File: src/rtl/bmdma_pkg.sv
package bmdma_pkg;
  localparam int DW            = 32;
  localparam int CH_BYTES      = 8;
  localparam int CMD_START_BIT = 0;
  localparam int CMD_DIR_BIT   = 3;
  localparam logic [7:0] CMD_MASK = 8'h09;
  localparam int ST_ACT        = 0;
  localparam int ST_ERR        = 1;
  localparam int ST_IRQ        = 2;
  localparam int ST_USR_LO     = 5;
  localparam int ST_USR_HI     = 6;

  typedef enum logic [1:0] {
    SZ_B1  = 2'd0,
    SZ_B2  = 2'd1,
    SZ_B4  = 2'd2,
    SZ_BAD = 2'd3
  } acc_size_e;

  typedef enum logic [1:0] {
    RK_CMD  = 2'd0,
    RK_PAD  = 2'd1,
    RK_STAT = 2'd2,
    RK_PTR  = 2'd3
  } reg_kind_e;

  function automatic logic [DW-1:0] size_ones(input logic [1:0] sz);
    case (sz)
      SZ_B1:   return 32'h0000_00FF;
      SZ_B2:   return 32'h0000_FFFF;
      default: return 32'hFFFF_FFFF;
    endcase
  endfunction
endpackage

File: src/rtl/bmdma_decode.sv
module bmdma_decode
  import bmdma_pkg::*;
#(
  parameter int NCH = 2,
  parameter int AW  = $clog2(NCH) + 3,
  localparam int CW = AW - 3
) (
  input  logic            clk_i,
  input  logic            rst_ni,
  input  logic            req_i,
  input  logic            we_i,
  input  logic [AW-1:0]   addr_i,
  input  logic [1:0]      size_i,
  output logic [CW-1:0]   ch_o,
  output logic            in_range_o,
  output reg_kind_e       kind_o,
  output logic            byte_ok_o,
  output logic            ptr_ok_o,
  output logic [NCH-1:0]  cmd_we_o,
  output logic [NCH-1:0]  stat_we_o,
  output logic [NCH-1:0]  ptr_we_o
);
  logic wr;

  assign ch_o       = addr_i[AW-1:3];
  assign in_range_o = 32'(ch_o) < NCH;
  assign byte_ok_o  = size_i == SZ_B1;
  assign wr         = req_i && we_i && in_range_o;

  always_comb begin
    if (addr_i[2])               kind_o = RK_PTR;
    else if (addr_i[1:0] == 2'd0) kind_o = RK_CMD;
    else if (addr_i[1:0] == 2'd2) kind_o = RK_STAT;
    else                          kind_o = RK_PAD;
  end

  // pointer only takes aligned dword accesses
  assign ptr_ok_o = (kind_o == RK_PTR) && (size_i == SZ_B4) && (addr_i[1:0] == 2'd0);

  for (genvar c = 0; c < NCH; c++) begin : g_we
    logic hit;
    assign hit          = wr && (32'(ch_o) == c);
    assign cmd_we_o[c]  = hit && byte_ok_o && (kind_o == RK_CMD);
    assign stat_we_o[c] = hit && byte_ok_o && (kind_o == RK_STAT);
    assign ptr_we_o[c]  = hit && ptr_ok_o;
  end

  // one register written per access at most
  p_one_target_r2: assert property (@(posedge clk_i) disable iff (!rst_ni)
    $onehot0({cmd_we_o, stat_we_o, ptr_we_o}));

  // narrow accesses never reach command/status
  p_narrow_no_write_r4: assert property (@(posedge clk_i) disable iff (!rst_ni)
    (req_i && we_i && size_i != SZ_B1 && !addr_i[2]) |-> !(|cmd_we_o) && !(|stat_we_o));

  // pad offsets write nothing
  p_pad_no_write_r10: assert property (@(posedge clk_i) disable iff (!rst_ni)
    (req_i && we_i && !addr_i[2] && addr_i[0]) |-> !(|{cmd_we_o, stat_we_o, ptr_we_o}));
endmodule

File: src/rtl/bmdma_chan.sv
module bmdma_chan
  import bmdma_pkg::*;
(
  input  logic          clk_i,
  input  logic          rst_ni,
  input  logic          cmd_we_i,
  input  logic          stat_we_i,
  input  logic          ptr_we_i,
  input  logic [DW-1:0] wdata_i,
  input  logic          eng_err_i,
  input  logic          eng_irq_i,
  input  logic          eng_done_i,
  output logic [7:0]    cmd_o,
  output logic [7:0]    stat_o,
  output logic [DW-1:0] ptr_o
);
  logic [7:0]    cmd_q;
  logic          act_q, err_q, irq_q;
  logic [1:0]    usr_q;
  logic [DW-1:2] ptr_q;

  always_ff @(posedge clk_i or negedge rst_ni) begin
    if (!rst_ni) begin
      cmd_q <= '0;
      act_q <= 1'b0;
      err_q <= 1'b0;
      irq_q <= 1'b0;
      usr_q <= '0;
      ptr_q <= '0;
    end else begin
      if (cmd_we_i) cmd_q <= wdata_i[7:0] & CMD_MASK;

      // host command decides over engine done
      if (cmd_we_i)        act_q <= wdata_i[CMD_START_BIT];
      else if (eng_done_i) act_q <= 1'b0;

      // engine set wins over write-one-to-clear
      if (eng_err_i)                          err_q <= 1'b1;
      else if (stat_we_i && wdata_i[ST_ERR])  err_q <= 1'b0;

      if (eng_irq_i)                          irq_q <= 1'b1;
      else if (stat_we_i && wdata_i[ST_IRQ])  irq_q <= 1'b0;

      if (stat_we_i) usr_q <= wdata_i[ST_USR_HI:ST_USR_LO];
      if (ptr_we_i)  ptr_q <= wdata_i[DW-1:2];
    end
  end

  assign cmd_o  = cmd_q;
  assign stat_o = {1'b0, usr_q, 2'b00, irq_q, err_q, act_q};
  assign ptr_o  = {ptr_q, 2'b00};

  p_start_sets_act_r6: assert property (@(posedge clk_i) disable iff (!rst_ni)
    (cmd_we_i && wdata_i[CMD_START_BIT]) |=> stat_o[ST_ACT]);

  p_done_clears_act_r6: assert property (@(posedge clk_i) disable iff (!rst_ni)
    (eng_done_i && !cmd_we_i) |=> !stat_o[ST_ACT]);

  p_act_kept_r7: assert property (@(posedge clk_i) disable iff (!rst_ni)
    (stat_we_i && !cmd_we_i && !eng_done_i) |=> $stable(stat_o[ST_ACT]));

  p_w1c_err_r7: assert property (@(posedge clk_i) disable iff (!rst_ni)
    (stat_we_i && wdata_i[ST_ERR] && !eng_err_i) |=> !stat_o[ST_ERR]);

  p_err_set_wins_r8: assert property (@(posedge clk_i) disable iff (!rst_ni)
    eng_err_i |=> stat_o[ST_ERR]);

  p_irq_set_wins_r8: assert property (@(posedge clk_i) disable iff (!rst_ni)
    eng_irq_i |=> stat_o[ST_IRQ]);

  p_ptr_load_r9: assert property (@(posedge clk_i) disable iff (!rst_ni)
    ptr_we_i |=> ptr_o == ($past(wdata_i) & ~32'h3));

  p_ptr_hold_r9: assert property (@(posedge clk_i) disable iff (!rst_ni)
    !ptr_we_i |=> $stable(ptr_o));
endmodule

File: src/rtl/bmdma_rdmux.sv
module bmdma_rdmux
  import bmdma_pkg::*;
#(
  parameter int NCH = 2,
  parameter int CW  = 1
) (
  input  logic                     clk_i,
  input  logic                     rst_ni,
  input  logic [CW-1:0]            ch_i,
  input  logic                     in_range_i,
  input  reg_kind_e                kind_i,
  input  logic                     byte_ok_i,
  input  logic                     ptr_ok_i,
  input  logic [1:0]               size_i,
  input  logic [NCH-1:0][7:0]      cmd_i,
  input  logic [NCH-1:0][7:0]      stat_i,
  input  logic [NCH-1:0][DW-1:0]   ptr_i,
  output logic [DW-1:0]            rdata_o
);
  always_comb begin
    rdata_o = size_ones(size_i);
    if (in_range_i) begin
      case (kind_i)
        RK_CMD:  if (byte_ok_i) rdata_o = {24'h0, cmd_i[ch_i]};
        RK_STAT: if (byte_ok_i) rdata_o = {24'h0, stat_i[ch_i]};
        RK_PTR:  if (ptr_ok_i)  rdata_o = ptr_i[ch_i];
        default: ;
      endcase
    end
  end

  // narrow reads in command/status area fill with ones
  p_narrow_read_ones_r4: assert property (@(posedge clk_i) disable iff (!rst_ni)
    (in_range_i && !byte_ok_i && kind_i != RK_PTR) |-> (rdata_o == size_ones(size_i)));

  // pad bytes read 0xFF
  p_pad_read_r3: assert property (@(posedge clk_i) disable iff (!rst_ni)
    (in_range_i && byte_ok_i && kind_i == RK_PAD) |-> (rdata_o == 32'h0000_00FF));
endmodule

File: src/rtl/bmdma_regfile.sv
module bmdma_regfile
  import bmdma_pkg::*;
#(
  parameter int NCH = 2,
  localparam int AW = $clog2(NCH) + 3,
  localparam int CW = AW - 3
) (
  input  logic               clk_i,
  input  logic               rst_ni,
  input  logic               req_i,
  input  logic               we_i,
  input  logic [AW-1:0]      addr_i,
  input  logic [1:0]         size_i,
  input  logic [DW-1:0]      wdata_i,
  output logic [DW-1:0]      rdata_o,
  input  logic [NCH-1:0]     eng_err_i,
  input  logic [NCH-1:0]     eng_irq_i,
  input  logic [NCH-1:0]     eng_done_i,
  output logic [NCH-1:0]     start_o,
  output logic [NCH-1:0]     dir_o,
  output logic [NCH*DW-1:0]  ptr_o
);
  logic [CW-1:0]           ch;
  logic                    in_range, byte_ok, ptr_ok;
  reg_kind_e               kind;
  logic [NCH-1:0]          cmd_we, stat_we, ptr_we;
  logic [NCH-1:0][7:0]     cmd_v, stat_v;
  logic [NCH-1:0][DW-1:0]  ptr_v;

  bmdma_decode #(.NCH(NCH), .AW(AW)) u_decode (
    .clk_i, .rst_ni, .req_i, .we_i, .addr_i, .size_i,
    .ch_o(ch), .in_range_o(in_range), .kind_o(kind),
    .byte_ok_o(byte_ok), .ptr_ok_o(ptr_ok),
    .cmd_we_o(cmd_we), .stat_we_o(stat_we), .ptr_we_o(ptr_we)
  );

  for (genvar c = 0; c < NCH; c++) begin : g_ch
    bmdma_chan u_chan (
      .clk_i, .rst_ni,
      .cmd_we_i(cmd_we[c]), .stat_we_i(stat_we[c]), .ptr_we_i(ptr_we[c]),
      .wdata_i,
      .eng_err_i(eng_err_i[c]), .eng_irq_i(eng_irq_i[c]), .eng_done_i(eng_done_i[c]),
      .cmd_o(cmd_v[c]), .stat_o(stat_v[c]), .ptr_o(ptr_v[c])
    );
    assign start_o[c]            = cmd_v[c][CMD_START_BIT];
    assign dir_o[c]              = cmd_v[c][CMD_DIR_BIT];
    assign ptr_o[c*DW +: DW]     = ptr_v[c];
  end

  bmdma_rdmux #(.NCH(NCH), .CW(CW)) u_rdmux (
    .clk_i, .rst_ni,
    .ch_i(ch), .in_range_i(in_range), .kind_i(kind),
    .byte_ok_i(byte_ok), .ptr_ok_i(ptr_ok), .size_i,
    .cmd_i(cmd_v), .stat_i(stat_v), .ptr_i(ptr_v),
    .rdata_o
  );
endmodule

File: config.mk
export PLATFORM = sky130hd
export DESIGN_NAME = bmdma_regfile
export DESIGN_NICKNAME = d
export VERILOG_FILES = /design/src/rtl/bmdma_pkg.sv /design/src/rtl/bmdma_decode.sv /design/src/rtl/bmdma_chan.sv /design/src/rtl/bmdma_rdmux.sv /design/src/rtl/bmdma_regfile.sv
export SDC_FILE = /design/constraint.sdc
export NUM_CORES = 1
export LEC_CHECK = 0
export BUFFER_PORTS_ARGS = -buffer_cell sky130_fd_sc_hd__buf_2
export CAP_MARGIN = 25
export CORE_MARGIN = 2
export CORE_UTILIZATION = 37
export DETAILED_ROUTE_END_ITERATION = 7
export PLACE_DENSITY = 0.76
export SYNTH_ARGS = -nofsm -noshare
export SYNTH_HDL_FRONTEND = slang
export SYNTH_SLANG_ARGS = --single-unit
File: constraint.sdc
create_clock -name clk_i -period 2.2 [get_ports clk_i]
set_clock_uncertainty 0.2 [all_clocks]
set_input_delay 0.44 -clock clk_i [delete_from_list [all_inputs] [get_ports clk_i]]
set_output_delay 0.44 -clock clk_i [all_outputs]
set_load 0.03 [all_outputs]
* Word level (Yosys, flattened, before mapping)
Cells that the tools add are included.
** Operators by class
- Shift operators :: 0
- Divide/modulo/power cells :: 0
- Reductions and logical operators :: 26
- Eq/ne operators :: 5
- Multipliers :: 0
- $lt $le $gt $ge :: 1
- $add $sub $neg :: 0
- Bitwise operators :: 1
- Multiplexer cells :: 26
** Operators by type and width (number)
- two-way mux 32 bit :: 5
- one-hot mux 32 bit (3 select lines) :: 1
- one-hot mux 32 bit (2 select lines) :: 1
- logical AND 1 bit :: 17
- two-way mux 8 bit :: 2
- two-way mux 1 bit :: 12
- nonzero test 2 bit :: 6
- equality test 2 bit (second input constant) :: 4
- two-way mux 7 bit :: 1
- logical NOT 2 bit :: 3
- two-way mux 2 bit :: 3
- two-way mux 4 bit :: 1
- equality test 2 x 1 -> 1 bit (second input constant) :: 1
- less-than comparator 1 x 2 -> 1 bit (second input constant) :: 1
- inverter 1 bit :: 1
** Storage, ports and cells
- ROM bits :: 0
- Memory bits (writable) :: 0
- Memories :: 0
- Latch bits :: 0
- Register bits :: 74
- Output and inout bits :: 100

* Longest topological paths before layout
- Depth in word-level cells :: 9
- Depth in mapped cells :: 6

* By module
From an unflattened synthesis, not the netlist that was laid out.
** Unflattened totals
- Cells, all modules :: 350
- Area total of the unflattened synthesis :: 4488.1 µm²
** Modules (own cells, without submodules)
- bmdma_chan :: cells an instance 95, area an instance 1599.0 µm², sequential area each 925.9 µm², instances 2
- bmdma_rdmux :: cells an instance 141, area an instance 1168.6 µm², sequential area each 0.0 µm², instances 1
- bmdma_decode :: cells an instance 19, area an instance 121.4 µm², sequential area each 0.0 µm², instances 1

* Least setup slack after synthesis
Ideal clock, no wire load.
- Path type :: input port to output port
- Start :: in addr_i[3]
- End :: out rdata_o[16]
- Arrival time :: 1.663 ns
- Slack :: -0.103 ns
- Stages on the path :: 4
- Cell sequence :: buf_2 -> buf_4 -> mux2i_1 -> a21boi_0
** On the way
- Word-level cells in the longest chain between the ends :: 4
** Ends and longest elaborated chain
- start, declared :: RTL line bmdma_regfile.sv:12 : input logic [AW-1:0] addr_i,
- two-way mux 32 bit (implied by the code) (2 in series) :: RTL line bmdma_rdmux.sv:26 : RK_PTR: if (ptr_ok_i) rdata_o = ptr_i[ch_i];
- two-way mux 32 bit :: RTL line bmdma_rdmux.sv:26
- one-hot mux 32 bit (3 select lines) :: RTL line bmdma_rdmux.sv:23 : case (kind_i)
- end, declared :: RTL line bmdma_regfile.sv:15 : output logic [DW-1:0] rdata_o,
Every way passes these cells. The select of a mux whose other input is x is not followed.

* Final worst setup path
- Start :: in addr_i[3]
- End :: out rdata_o[10]
The elaborated chain is that of the path after synthesis.

==> reports/metrics.cfg <==
[outcome]
status = finished clean

[worst_setup_path]
slowest_stage = mux2i_1
worstSetupPathType = input port to output pin
crit_family = buffers and inverters
path_max_fanout = 13
end_kind = output pin
slowest_delay_ns = 0.33
cp-start-kind = input port
path_depth = 5
required_ns = 1.56
rr_worst_depth = 2
crit_start = addr_i[3]
cp_num_buf_inv = 3
path_cells = buf_2 > buf_6 > mux2i_1 > a21oi_4 > buf_6
arrival_ns = 1.53
cp_common_cell = buf_6
r2r_start = g_ch[0].u_chan.act_q

[floorplan]
io_pins = 148
die_h_um = 105
dieArea_um2 = 11000
initial_core_util_pct = 38.4
core.rowCount = 36
die_w_um = 105
core_um2 = 9820

[clock_tree]
root_buffer = clkbuf_8
clock_latency_ns = 0.33
htreeDepth = 3
cts_tree = done
cts_made_buffers = 9
max-clock-path-buffers = 2
clock-sinks = 74
clkTransAtPathRegs_ns = 0.08

[timing]
slew_headroom_pct = 65.7
setup_violations = 0
hold_viol_final = 0
drv_slew = 0
grt_setup_unrepaired = yes
finalSetupTns_ns = 0
tightestPinTransition_ns = 0.515
fmax_ghz = 0.461
period_minus_slack_ns = 2.17
finalHoldWorstSlack_ns = 0.0766
finalCritPeriodShare_pct = 98.5

[global_routing]
antenna_found_initial = 0
grt_pass1_wl_um = 14600
grt-ovfl-total = 0
grt_max_degree = 40
grt_use_total_pct = 16.4
grt_pass1_vias = 2905

[routing]
firstDrtPassIters = 4
wl_met3_um = 537
num_vias = 2893
drcViolationCount = 0
wirelength_um = 9930
wl_per_cell_um = 17.1
detail-route-antenna-nets = 0
viasPerCell = 5.00
met2WireLength_um = 5020
dr.max_layer_used = met4
m1WireLength_um = 4180
drt_iter0_markers = 89

[synth]
yosysWarnings = 0
synth_top_area_share_pct = 49.1
avgSynthCellArea_um2 = 13.8
syn_inst = 273
synth.ff_latch_count = 74
async_flop_share_pct = 100
ys_types = 37
synth_ff_type = dfrtp_1
synth-edff-count = 0
yosysMostFrequentCell = dfrtp_1
seq_area_frac_synth_pct = 49.1
synthTopCellsByArea = dfrtp_1, mux2_2, mux2i_1
synth_largest_area_cell = dfrtp_1
yosys-top-cells-count = dfrtp_1, mux2_2, mux2i_1
synth_area_um2 = 3770

[layout]
regArea_um2 = 1850
multi_input_area_um2 = 1900
diodes = 0
nNetsFinal = 489
drive_above_1_share_pct = 66.8
syn_to_final_growth_pct = 44.6
instances_no_fill = 579
final_core_util_pct = 55.6
fillerInstances = 833

[placement]
io_buffer_count = 143
dp_cells = 550
place_hpwl_um = 6760
finalWeightedCongestion = 0.769

[hold_path]
hp-start = eng_irq_i[0]
min_path_type = input port to flop
whs_path_depth = 2

[power]
powerDensity_nw_per_um2 = 706
cellLeakagePower_nw = 2.80
irDropWorstVdd_mv = 0.378
power_mw = 3.85

[job]
drv_cap = 0

## power breakdown
| part | switching (mW) | internal, mW |
|---|---|---|
| Sequential | 0.0806 | 1.46 |
| Clock | 0.494 | 0.962 |
| Combinational | 0.510 | 0.340 |
## logic make-up (layout without fill, tap and decap cells)
kind of cell / Yosys count / in the layout / synth area share, %
muxes: 106 / 106 / 32.9
DFF: 74 / 74 / 49.1
AOI/OAI and AO/OA: 41 / 41 / 7.43
and+or+nand+nor: 26 / 26 / 5.57
buffers and inverters: 24 / 194 / 4.74
other: 1 / 4 / 0.0994
xor gates and xnor gates: 1 / 1 / 0.232
## metrics by stage
step           cell area, µm²  setup WS (ns)
6_report                 5460         0.0323
5_1_grt                  5460        -0.0266
4_1_cts                  5040        -0.0248
3_5_place_dp             4720        -0.0691
3_3_place_gp             4720        -0.0300
2_1_floorplan            3780        0.00707
## placed cells by master, fill, tap and decap left out, drive strengths merged, types with 2 or more instances in the layout
master and count:
buf 173, dfrtp 74, mux2 73, mux2i 32, a21boi 16, clkbuf 14
a21oi 10, nand4 4, a21o 4, conb 4, bufinv 4, nor2 4
o22ai 3, nor2b 3, a22oi 3, nand3 3, inv 2, o21bai 2
and2 2, nor4 2
## sequential cells by signal, summed over array words and instances (netlist names)
signal and cells:
g_ch.u_chan.cmd_o 4, g_ch.u_chan.act_q 2, g_ch.u_chan.ptr_q 60, g_ch.u_chan.irq_q 2, g_ch.u_chan.err_q 2, g_ch.u_chan.usr_q 4
## layout make-up
| cell class | instances | share of cell area, % |
|---|---|---|
| clock buffer | 12 | 3.03 |
| clock inverter | 4 | 2.20 |
| inverter | 2 | 0.138 |
| multi-input combinational | 178 | 34.8 |
| sequential | 74 | 33.9 |
| tap | 133 | 3.05 |
| timing repair buffer | 176 | 22.8 |
## repair_timing
action	CTS	global route
resized for setup	5	102
endpoints found under the setup margin	12	31
pin swaps	0	7
hold buffers	1	0
endpoints found under the hold margin	38	0
buffers inserted	1	7
gates cloned	0	4
## path summary, 6_finish.rpt
path	end	slack, ns
min in group asynchronous	g_ch[1].u_chan.ptr_q[12]	0.41
max in group asynchronous	g_ch[1].u_chan.ptr_q[16]	0.80
worst min register to register	g_ch[0].u_chan.irq_q	0.28
worst max-delay path	rdata_o[10]	0.03
worst min-delay path	g_ch[0].u_chan.irq_q	0.08
worst max register to register	g_ch[0].u_chan.act_q	1.12
## routing by layer
| layer | up-vias | track usage [%] |
|---|---|---|
| li1 | 1325 | - |
| met3 | 20 | 4.62 |
| met5 | - | 0 |
| met2 | 100 | 27.8 |
| met1 | 1448 | 20.2 |
| met4 | 0 | 5.14 |
Power figures use the tool's default switching activity.
